### config.mk
export PLATFORM = sky130hd
export DESIGN_NAME = dma_seq_top
export DESIGN_NICKNAME = d
export VERILOG_FILES = /design/src/rtl/dma_seq_pkg.sv /design/src/rtl/dma_seq_dp.sv /design/src/rtl/dma_seq_ctrl.sv /design/src/rtl/dma_seq_top.sv
export SDC_FILE = /design/constraint.sdc
export NUM_CORES = 1
export LEC_CHECK = 0
export BUFFER_PORTS_ARGS = -buffer_cell sky130_fd_sc_hd__buf_4
export CAP_MARGIN = 20
export CORE_MARGIN = 10
export CORE_UTILIZATION = 40
export DETAILED_ROUTE_END_ITERATION = 7
export GPL_ROUTABILITY_DRIVEN = 0
export GPL_TIMING_DRIVEN = 0
export MAX_ROUTING_LAYER = met4
export PLACE_DENSITY = 0.57
export SLEW_MARGIN = 20
export SYNTH_ARGS = -nofsm -noshare
export SYNTH_HDL_FRONTEND = slang
export SYNTH_HIERARCHICAL = 1
export SYNTH_SLANG_ARGS = --single-unit
### constraint.sdc
create_clock -name clk -period 4 [get_ports clk]
set_clock_uncertainty 0.2 [all_clocks]
set_input_delay 0.2 -clock clk [delete_from_list [all_inputs] [get_ports clk]]
set_output_delay 0.2 -clock clk [all_outputs]
set_load 0.005 [all_outputs]
### src/rtl/dma_seq_pkg.sv
package dma_seq_pkg;
  localparam int ADDR_W     = 24;
  localparam int DATA_W     = 8;
  localparam int LEN_W      = 16;
  localparam int CNT_W      = 8;
  localparam int OFS_W      = 4;
  localparam int DESC_SHORT = 12;

  localparam logic [1:0] SP_MEM = 2'd0;
  localparam logic [1:0] SP_INT = 2'd1;
  localparam logic [1:0] SP_EXT = 2'd2;

  typedef enum logic [3:0] {
    ST_IDLE, ST_CTRL, ST_LEN0, ST_LEN1, ST_SRC0, ST_SRC1, ST_SRC2,
    ST_DST0, ST_DST1, ST_DST2, ST_LNK0, ST_LNK1, ST_LNK2, ST_RD, ST_WR
  } seqState_e;

  typedef enum logic [1:0] { SEL_DESC, SEL_SRC, SEL_DST } busSel_e;

  typedef struct packed {
    logic       isFinal;
    logic       useLink;
    logic       irqEn;
    logic [1:0] srcMode;
    logic [1:0] dstMode;
  } descCtl_t;

  typedef struct packed {
    logic             startLoad;
    logic             capEn;
    logic [OFS_W-1:0] capOfs;
    busSel_e          busSel;
    logic             dataCap;
    logic             byteMoved;
    logic             descDone;
    logic             chainNext;
  } seqStrb_t;

  function automatic logic [1:0] spaceOf(logic [1:0] mode);
    case (mode)
      2'b00:   return SP_INT;
      2'b01:   return SP_EXT;
      default: return SP_MEM;
    endcase
  endfunction
endpackage

### src/rtl/dma_seq_dp.sv
module dma_seq_dp
  import dma_seq_pkg::*;
(
  input  logic              clk,
  input  logic              rstN,
  input  seqStrb_t          strb,
  input  logic [ADDR_W-1:0] initAddr,
  input  logic [DATA_W-1:0] termByte,
  input  logic [DATA_W-1:0] termMask,
  input  logic [DATA_W-1:0] busRdData,
  output logic [ADDR_W-1:0] busAddr,
  output logic [1:0]        busSpace,
  output logic [DATA_W-1:0] busWrData,
  output descCtl_t          descCtl,
  output logic              endHere,
  output logic [LEN_W-1:0]  unusedCount,
  output logic [CNT_W-1:0]  bufDoneCount
);
  localparam int PAD_W = ADDR_W - DATA_W;

  logic [ADDR_W-1:0] descPtr, srcAddr, dstAddr, linkAddr;
  logic [LEN_W-1:0]  lenReg;
  logic [DATA_W-1:0] dataReg;
  logic              matchHit;

  function automatic logic [ADDR_W-1:0] stepAddr(logic [ADDR_W-1:0] a, logic [1:0] mode);
    if (!mode[1]) return a;
    return mode[0] ? a + 1'b1 : a - 1'b1;
  endfunction

  assign matchHit  = (termMask != '0) && (((dataReg ^ termByte) & termMask) == '0);
  assign endHere   = matchHit || (lenReg == LEN_W'(1));
  assign busWrData = dataReg;

  always_comb begin
    case (strb.busSel)
      SEL_SRC: begin busAddr = srcAddr; busSpace = spaceOf(descCtl.srcMode); end
      SEL_DST: begin busAddr = dstAddr; busSpace = spaceOf(descCtl.dstMode); end
      default: begin busAddr = descPtr + ADDR_W'(strb.capOfs); busSpace = SP_MEM; end
    endcase
  end

  always_ff @(posedge clk) begin
    if (!rstN) begin
      descPtr <= '0; srcAddr <= '0; dstAddr <= '0; linkAddr <= '0;
      lenReg <= '0; dataReg <= '0; descCtl <= '0;
      unusedCount <= '0; bufDoneCount <= '0;
    end else begin
      if (strb.startLoad) begin
        descPtr      <= initAddr;
        bufDoneCount <= '1;
      end
      if (strb.capEn) begin
        case (strb.capOfs)
          4'd1:  descCtl <= descCtl_t'({busRdData[7:6], busRdData[4:0]});
          4'd2:  lenReg[7:0]  <= busRdData;
          4'd3:  begin lenReg[15:8] <= busRdData; bufDoneCount <= bufDoneCount + 1'b1; end
          4'd4:  srcAddr <= {{PAD_W{1'b0}}, busRdData};
          4'd5:  srcAddr[15:8]  <= busRdData;
          4'd6:  srcAddr[23:16] <= busRdData;
          4'd8:  dstAddr <= {{PAD_W{1'b0}}, busRdData};
          4'd9:  dstAddr[15:8]  <= busRdData;
          4'd10: dstAddr[23:16] <= busRdData;
          4'd12: linkAddr <= {{PAD_W{1'b0}}, busRdData};
          4'd13: linkAddr[15:8]  <= busRdData;
          4'd14: linkAddr[23:16] <= busRdData;
          default: ;
        endcase
      end
      if (strb.dataCap) dataReg <= busRdData;
      if (strb.byteMoved) begin
        lenReg  <= lenReg - 1'b1;
        srcAddr <= stepAddr(srcAddr, descCtl.srcMode);
        dstAddr <= stepAddr(dstAddr, descCtl.dstMode);
      end
      if (strb.descDone) unusedCount <= lenReg - 1'b1;
      if (strb.chainNext)
        descPtr <= descCtl.useLink ? linkAddr : descPtr + ADDR_W'(DESC_SHORT);
    end
  end
endmodule

### src/rtl/dma_seq_ctrl.sv
module dma_seq_ctrl
  import dma_seq_pkg::*;
(
  input  logic       clk,
  input  logic       rstN,
  input  logic       startLoad,
  input  logic       startRegs,
  input  logic       halt,
  input  logic       chanReq,
  input  logic       busAck,
  input  descCtl_t   descCtl,
  input  logic       endHere,
  output seqStrb_t   strb,
  output logic       busReq,
  output logic       busWe,
  output logic [7:0] stateCode,
  output logic       irq
);
  seqState_e state, nxt;
  logic      chainPhase;
  logic      ackOk;
  logic      isFetch;
  seqState_e afterDst;

  function automatic logic [OFS_W-1:0] ofsOf(seqState_e s);
    case (s)
      ST_CTRL: return 4'd1;  ST_LEN0: return 4'd2;  ST_LEN1: return 4'd3;
      ST_SRC0: return 4'd4;  ST_SRC1: return 4'd5;  ST_SRC2: return 4'd6;
      ST_DST0: return 4'd8;  ST_DST1: return 4'd9;  ST_DST2: return 4'd10;
      ST_LNK0: return 4'd12; ST_LNK1: return 4'd13; ST_LNK2: return 4'd14;
      default: return 4'd0;
    endcase
  endfunction

  always_comb begin
    case (state)
      ST_CTRL: stateCode = chainPhase ? 8'hFA : 8'hFC;
      ST_LEN0: stateCode = 8'hF4;
      ST_LEN1: stateCode = 8'hF2;
      ST_SRC0: stateCode = 8'hEE;
      ST_SRC1: stateCode = 8'hEC;
      ST_SRC2: stateCode = 8'hEA;
      ST_DST0: stateCode = 8'hDE;
      ST_DST1: stateCode = 8'hDC;
      ST_DST2: stateCode = 8'hDA;
      ST_LNK0: stateCode = 8'hBE;
      ST_LNK1: stateCode = 8'hBC;
      ST_LNK2: stateCode = 8'hBA;
      ST_RD, ST_WR: stateCode = 8'h7E;
      default: stateCode = 8'hFE;
    endcase
  end

  assign isFetch  = (state != ST_IDLE) && (state != ST_RD) && (state != ST_WR);
  assign afterDst = descCtl.useLink ? ST_LNK0 : ST_RD;

  always_comb begin
    strb        = '0;
    strb.capOfs = ofsOf(state);
    busReq      = isFetch;
    busWe       = 1'b0;
    if (state == ST_RD) begin strb.busSel = SEL_SRC; busReq = chanReq; end
    if (state == ST_WR) begin strb.busSel = SEL_DST; busReq = 1'b1; busWe = 1'b1; end
    ackOk = busAck && busReq && !halt && !startLoad && !startRegs;
    nxt   = state;
    if (ackOk) begin
      strb.capEn = isFetch;
      case (state)
        ST_CTRL: nxt = ST_LEN0;
        ST_LEN0: nxt = ST_LEN1;
        ST_LEN1: nxt = ST_SRC0;
        ST_SRC0: nxt = ST_SRC1;
        ST_SRC1: nxt = descCtl.srcMode[1] ? ST_SRC2 : ST_DST0;
        ST_SRC2: nxt = ST_DST0;
        ST_DST0: nxt = ST_DST1;
        ST_DST1: nxt = descCtl.dstMode[1] ? ST_DST2 : afterDst;
        ST_DST2: nxt = afterDst;
        ST_LNK0: nxt = ST_LNK1;
        ST_LNK1: nxt = ST_LNK2;
        ST_LNK2: nxt = ST_RD;
        ST_RD: begin strb.dataCap = 1'b1; nxt = ST_WR; end
        ST_WR: begin
          strb.byteMoved = 1'b1;
          if (endHere) begin
            strb.descDone = 1'b1;
            if (descCtl.isFinal) nxt = ST_IDLE;
            else begin strb.chainNext = 1'b1; nxt = ST_CTRL; end
          end else nxt = ST_RD;
        end
        default: nxt = state;
      endcase
    end
    if (halt) nxt = ST_IDLE;
    else if (startLoad) begin nxt = ST_CTRL; strb.startLoad = 1'b1; end
    else if (startRegs) nxt = ST_RD;
  end

  always_ff @(posedge clk) begin
    if (!rstN) begin
      state      <= ST_IDLE;
      chainPhase <= 1'b0;
      irq        <= 1'b0;
    end else begin
      state <= nxt;
      irq   <= ackOk && (state == ST_WR) && endHere && descCtl.irqEn;
      if (strb.startLoad) chainPhase <= 1'b0;
      else if (strb.chainNext) chainPhase <= 1'b1;
    end
  end
endmodule

### src/rtl/dma_seq_top.sv
module dma_seq_top
  import dma_seq_pkg::*;
(
  input  logic              clk,
  input  logic              rstN,
  input  logic              startLoad,
  input  logic              startRegs,
  input  logic              halt,
  input  logic              chanReq,
  input  logic [ADDR_W-1:0] initAddr,
  input  logic [DATA_W-1:0] termByte,
  input  logic [DATA_W-1:0] termMask,
  output logic              busReq,
  output logic              busWe,
  output logic [1:0]        busSpace,
  output logic [ADDR_W-1:0] busAddr,
  output logic [DATA_W-1:0] busWrData,
  input  logic [DATA_W-1:0] busRdData,
  input  logic              busAck,
  output logic [7:0]        stateCode,
  output logic [LEN_W-1:0]  unusedCount,
  output logic [CNT_W-1:0]  bufDoneCount,
  output logic              irq
);
  seqStrb_t strb;
  descCtl_t descCtl;
  logic     endHere;

  dma_seq_ctrl ctrl_i (
    .clk(clk), .rstN(rstN), .startLoad(startLoad), .startRegs(startRegs),
    .halt(halt), .chanReq(chanReq), .busAck(busAck), .descCtl(descCtl),
    .endHere(endHere), .strb(strb), .busReq(busReq), .busWe(busWe),
    .stateCode(stateCode), .irq(irq)
  );

  dma_seq_dp dp_i (
    .clk(clk), .rstN(rstN), .strb(strb), .initAddr(initAddr),
    .termByte(termByte), .termMask(termMask), .busRdData(busRdData),
    .busAddr(busAddr), .busSpace(busSpace), .busWrData(busWrData),
    .descCtl(descCtl), .endHere(endHere), .unusedCount(unusedCount),
    .bufDoneCount(bufDoneCount)
  );
endmodule

======== Yosys cells after proc, flatten, opt, wreduce, memory -nomap -nowiden ========
Memory sizes are Yosys's and may differ from the RTL's.
Cells that the tools add are included.
operators by class
  equal/unequal tests ..................... 35
  bitwise gates (word level) .............. 3
  muxes and demuxes ....................... 60
  reductions and logical operators ........ 56
  add/subtract/negate cells ............... 8
operators with widths
  kind                                                  count
  two-way mux 24 bit                                    11
  one-hot mux 8 bit (13 select lines)                   1
  one-hot mux 8 bit (2 select lines)                    6
  two-way mux 8 bit                                     7
  one-hot mux 4 bit (14 select lines)                   1
  equality test 4 bit, second input constant            13
  adder 24 x 1 -> 24 bit, second input constant         2
  one-hot mux 24 bit (2 select lines)                   1
  subtractor 24 x 1 -> 24 bit, second input constant    2
  two-way mux 16 bit                                    2
  equality test 4 x 3 -> 1 bit, second input constant   7
  adder 24 x 4 -> 24 bit                                1
  adder 24 x 4 -> 24 bit, second input constant         1
  two-way mux 4 bit                                     5
  two-way mux 1 bit                                     18
  AND reduction 2 bit                                   9
  AND reduction 3 bit                                   6
  nonzero test 2 bit                                    9
  equality test 16 x 1 -> 1 bit, second input constant  1
  equality test 4 x 2 -> 1 bit, second input constant   4
  nonzero test 16 bit                                   1
  subtractor 16 x 1 -> 16 bit, second input constant    1
  nonzero test 15 bit                                   1
  nonzero test 3 bit                                    5
  23 further kinds                                      47
word-level totals
  word-level logic and storage cells ...... 188
  ROM bits ................................ 64
  memories kept ........................... 1
  output and inout port bits .............. 69
  bits of input ports ..................... 55
  flip-flop bits (word level) ............. 157
memory list
  name              words  width  rd ports  clocked after memory_dff  wr ports  RTL line            source
  (name not given)  16     4      1         0                         0         dma_seq_ctrl.sv:26  case (s)

======== Logic depth before layout (Yosys ltp) ========
  word-level depth ........................ 14
  depth in mapped cells ................... 17
  mapped depth without buffers ............ 16

======== Hierarchy ========
The synthesis kept the hierarchy.
by module, submodules not included
  module        area an instance (µm²)  cells each  sequential area each (µm²)  instances
  dma_seq_dp    10,837.9                1,420       3,022.9                     1
  dma_seq_ctrl  907.1                   125         120.1                       1

======== Worst setup path before layout ========
OpenSTA, ideal clock, no wires.
  path type ............................... register to output
  start point ............................. reg ctrl_i.state[0]
  end point ............................... out busAddr[19]
  required time ........................... 3.600 ns
  cell stages (with the launch flop) ...... 15
  data arrival time ....................... 2.919 ns
  buffers on the path ..................... 2
  setup slack ............................. 0.681 ns
  path through ............................ dfxtp_1 > inv_1 > ha_1 > buf_6 > clkbuf_1 > mux4_2 > ha_1 > a21o_1 > a21oi_1 > nor2b_1 > o21ai_1 > nor3_1 > nand3_1 > xor2_1 > a21oi_1
RTL lines
  item                    RTL line             source
  from (decl)             dma_seq_ctrl.sv:19   seqState_e state, nxt;
  from (signal assigned)  dma_seq_ctrl.sv:104  state <= nxt;
  to (decl)               dma_seq_top.sv:16    output logic [ADDR_W-1:0] busAddr,

==> run summary <==
Status: complete, no violations
Overflow left after global routing: 0
Clock tree buffer depth: 2
Number of global-route vias before repair: 11900
Synthesis-to-finish area growth: 21.5%
Transition time of the tightest slew-check pin: 1.08 ns
Seq/Total Area, Yosys: 26.8%
Horizontal extent of the die: 191 um
Top fanout value on the critical path: 10
Net count, final: 1825
Shortest clock period the worst path allows after layout: 3.95 ns
Buffers on Ports: 116
Detail Placement HPWL: 35.6 mm
Xor-xnor portion of the synthesized cell area: 6.26%
Post-CTS clock slew at the launch and capture registers of the worst setup and hold paths: 0.08 ns
Multiplexer area fraction after synthesis: 2.47%
Top-area cell type share of the netlist area: 26.8%
Number of filler cells placed in the layout: 2872
Final hold violation count: 0
Required time at the endpoint of the critical path: 3.60 ns
Most instantiated flip-flop cell in the synthesis netlist: dfxtp_1
Wire length after detailed routing: 47.4 mm
Synthesis-stage register bit count: 157
Area enclosed by the die boundary: 36600 sq um
Category of the critical setup timing path: reg2out
Standard cell with the maximum stage delay on the critical path: mux4_2
Library cells used by synthesis: 89
Min-Delay Path Class: in2reg
Number of failing setup endpoints in the final timing report: 0
Number of design rule violations left after detail routing: 0
Static Leakage: 5.82 nW
Cell type contributing the most total cell area after synthesis: dfxtp_1
Number of max-capacitance violations reported: 0
Top-level I/O count: 124
Most area-consuming cells after synthesis: dfxtp_1 (27%), a21oi_1 (6.4%), ha_1 (6.2%)
Most used cell, CP: a21oi_2
Crit path buf inv count: 4
Number of buffers created by CTS: 17
Share of the clock period used by the worst path: 98.8%
Wire length of the first global-routing pass: 70.7 mm
Root Buffer Master: clkbuf_16
Delay of the slowest critical-path stage: 0.58 ns
Largest family of logic cells by synthesized area: compound AO/OA/AOI/OAI gates
Cell breakdown of the critical path: inv_2 > ha_2 > buf_6 > buf_8 > mux4_2 > ha_4 > a21o_1 > a21oi_2 > nor2b_2 > o21ai_2 > nor3_2 > nand3_1 > xor2_2 > a21oi_2 > buf_4
Synthesized area per cell: 7.60 sq um
Post-synthesis simple-gate area fraction: 21.5%
Proportion of register bits with asynchronous set or reset after synthesis: 0%
Peak VDD IR: 0.185 mV
Die Y: 191 um
Total nets after synthesis: 1661
Wirelength per Cell: 22.5 um
Vias per std cell: 6.04
Largest net degree at the start of global routing: 25
Global Route Usage Sum: 25.6%
Most repeated cell in the gate-level netlist after synthesis: nand2_1
Antenna viol nets, final: 0
Overall power consumption: 3.69 mW
Commonest cells post-synth: nand2_1 (184), dfxtp_1 (157), a21oi_1 (150), nor2_1 (111), o21ai_0 (102)
Number of H-tree branching levels: 4
Gate Count Post-Synth: 1545
Critical path startpoint category: flop
Clock insertion delay at the later pin of the skew report: 0.45 ns
Total core area: 28900 sq um
Achievable frequency: 253 MHz
Antenna violations before repair: 1
Gate family responsible for the most delay along the worst path: compound AO/OA/AOI/OAI gates
Summed instance area of the synthesized netlist: 11700 sq um
Total number of yosys warnings: 6
Synthesized-area fraction occupied by adder cells: 6.69%
Initial DRC Count: 1440
Post-synthesis compound-gate area fraction: 31.0%
Share of layout cells above drive strength 1: 16.4%
Setup repair after global routing missed its margin: yes
Count of final max-slew check failures: 0
Worst slew margin relative to its limit: 28.2%
CTS tree: built
Initial standard-cell utilization of the core: 40.7%
Arrival time reported for the critical path endpoint: 3.55 ns
Vias: 12700
Number of clock sinks: 157
Pwr dens: 259 nW/um^2
Detailed-routing iteration count for the pre-antenna-repair pass: 6
Number of enable-type register cells in the synthesized netlist: 0
Sum Neg Setup Slack: 0 ns
Number of cell rows: 62
Sort of element at the end of the critical path: primary output
[tightest hold or removal path, cell delays in order]
cell	delay, ns
buf_4	0.08
inv_1	0.03
a21oi_1	0.16
o31ai_1	0.09
nor2_1	0.08
[metrics by stage]
stage          instances  hold WS, ns  util, %  setup slack (ns)  area, sq um
4_1_cts             2102      0.00179     48.8           -0.0296        14100
3_5_place_dp        2045        0.211     45.4            -0.245        13100
3_3_place_gp        2045        0.210     45.4            -0.218        13100
6_report            2107       0.0176     49.5            0.0496        14300
2_1_floorplan       1545       0.0710        -             0.681        11700
5_1_grt             2107       0.0129     49.5           -0.0725        14300
[sequential cells by signal, indices dropped and copies added (netlist names)]
register,flops
dp_i/unusedCount,16
dp_i/bufDoneCount,8
dp_i/lenReg,16
dp_i/descCtl,7
ctrl_i/irq,1
dp_i/srcAddr,24
ctrl_i/state,4
dp_i/descPtr,24
dp_i/linkAddr,24
dp_i/busWrData,8
ctrl_i/chainPhase,1
dp_i/dstAddr,24
[area by class of cell]
cell class                 count  area, sq um  area share, %
inverter                      48          180           1.26
tap                          384          480           3.37
timing repair buffer         145         1140           7.98
clock buffer                  17          425           2.98
clock inverter                15          176           1.24
multi-input combinational   1231         8230           57.6
antenna                        1         2.50         0.0175
buffer                       109          494           3.46
sequential                   157         3150           22.1
[timing repair]
item                                    CTS  global route
resized for setup                        45            50
buffers inserted                          5             4
endpoints found under the hold margin    19             0
endpoints found under the setup margin   57            72
pin swaps                                 7            11
hold buffers                             20             0
[layout by cell type, fill, tap and decap left out, types with 35 or more instances in the layout]
| cell | netlist | routed |
|---|---|---|
| nor2_1 | 111 | 108 |
| xor2_1 | 36 | 35 |
| nor2b_1 | 45 | 44 |
| nand3_1 | 43 | 43 |
| a21oi_1 | 150 | 140 |
| xnor2_1 | 48 | 43 |
| buf_4 | 2 | 127 |
| o21ai_0 | 102 | 101 |
| a21boi_0 | 36 | 36 |
| dfxtp_1 | 157 | 155 |
| clkbuf_1 | 93 | 76 |
| nand2_1 | 184 | 181 |
| ha_1 | 58 | 54 |
| inv_1 | 46 | 43 |
[cell families (layout without fill, tap and decap cells)]
family,count (synthesis),count (layout)
AOI/OAI and AO/OA,545,545
xor gates and xnor gates,84,84
adders and majority gates,61,61
and+or+nand+nor,513,513
DFF,157,157
buffers and inverters,157,334
other,1,2
muxes,27,27
[path summary, 6_finish.rpt]
kind	start	to	slack, ns	cells after the start
worst max-delay path	ctrl_i/state[1]$_SDFFE_PP0P_	busAddr[19]	0.05	15
worst min-delay path	initAddr[20]	dp_i/descPtr[20]$_SDFFE_PN0P_	0.02	5
worst max register to register	dp_i/lenReg[8]$_SDFFE_PN0P_	dp_i/descPtr[22]$_SDFFE_PN0P_	0.15	14
worst min register to register	dp_i/linkAddr[9]$_SDFFE_PN0P_	dp_i/linkAddr[9]$_SDFFE_PN0P_	0.27	2
[metal layers]
layer	routed length (um)	share of wire [%]	vias up	global-route usage [%]
met5	0	0	-	-
li1	-	-	5975	-
met3	3960	8.3	109	4.32
met2	20200	43	659	37.0
met4	2000	4.2	0	10.9
met1	21200	45	5981	34.6
[report_power, final]
group / switching (mW) / total, mW / leakage, nW / internal [mW]
sequential: 0.0234 / 1.60 / 1.27 / 1.58
clock: 0.833 / 1.67 / 0.285 / 0.842
combinational: 0.244 / 0.413 / 4.27 / 0.169
Note: power is estimated with default switching activity, not from simulation.
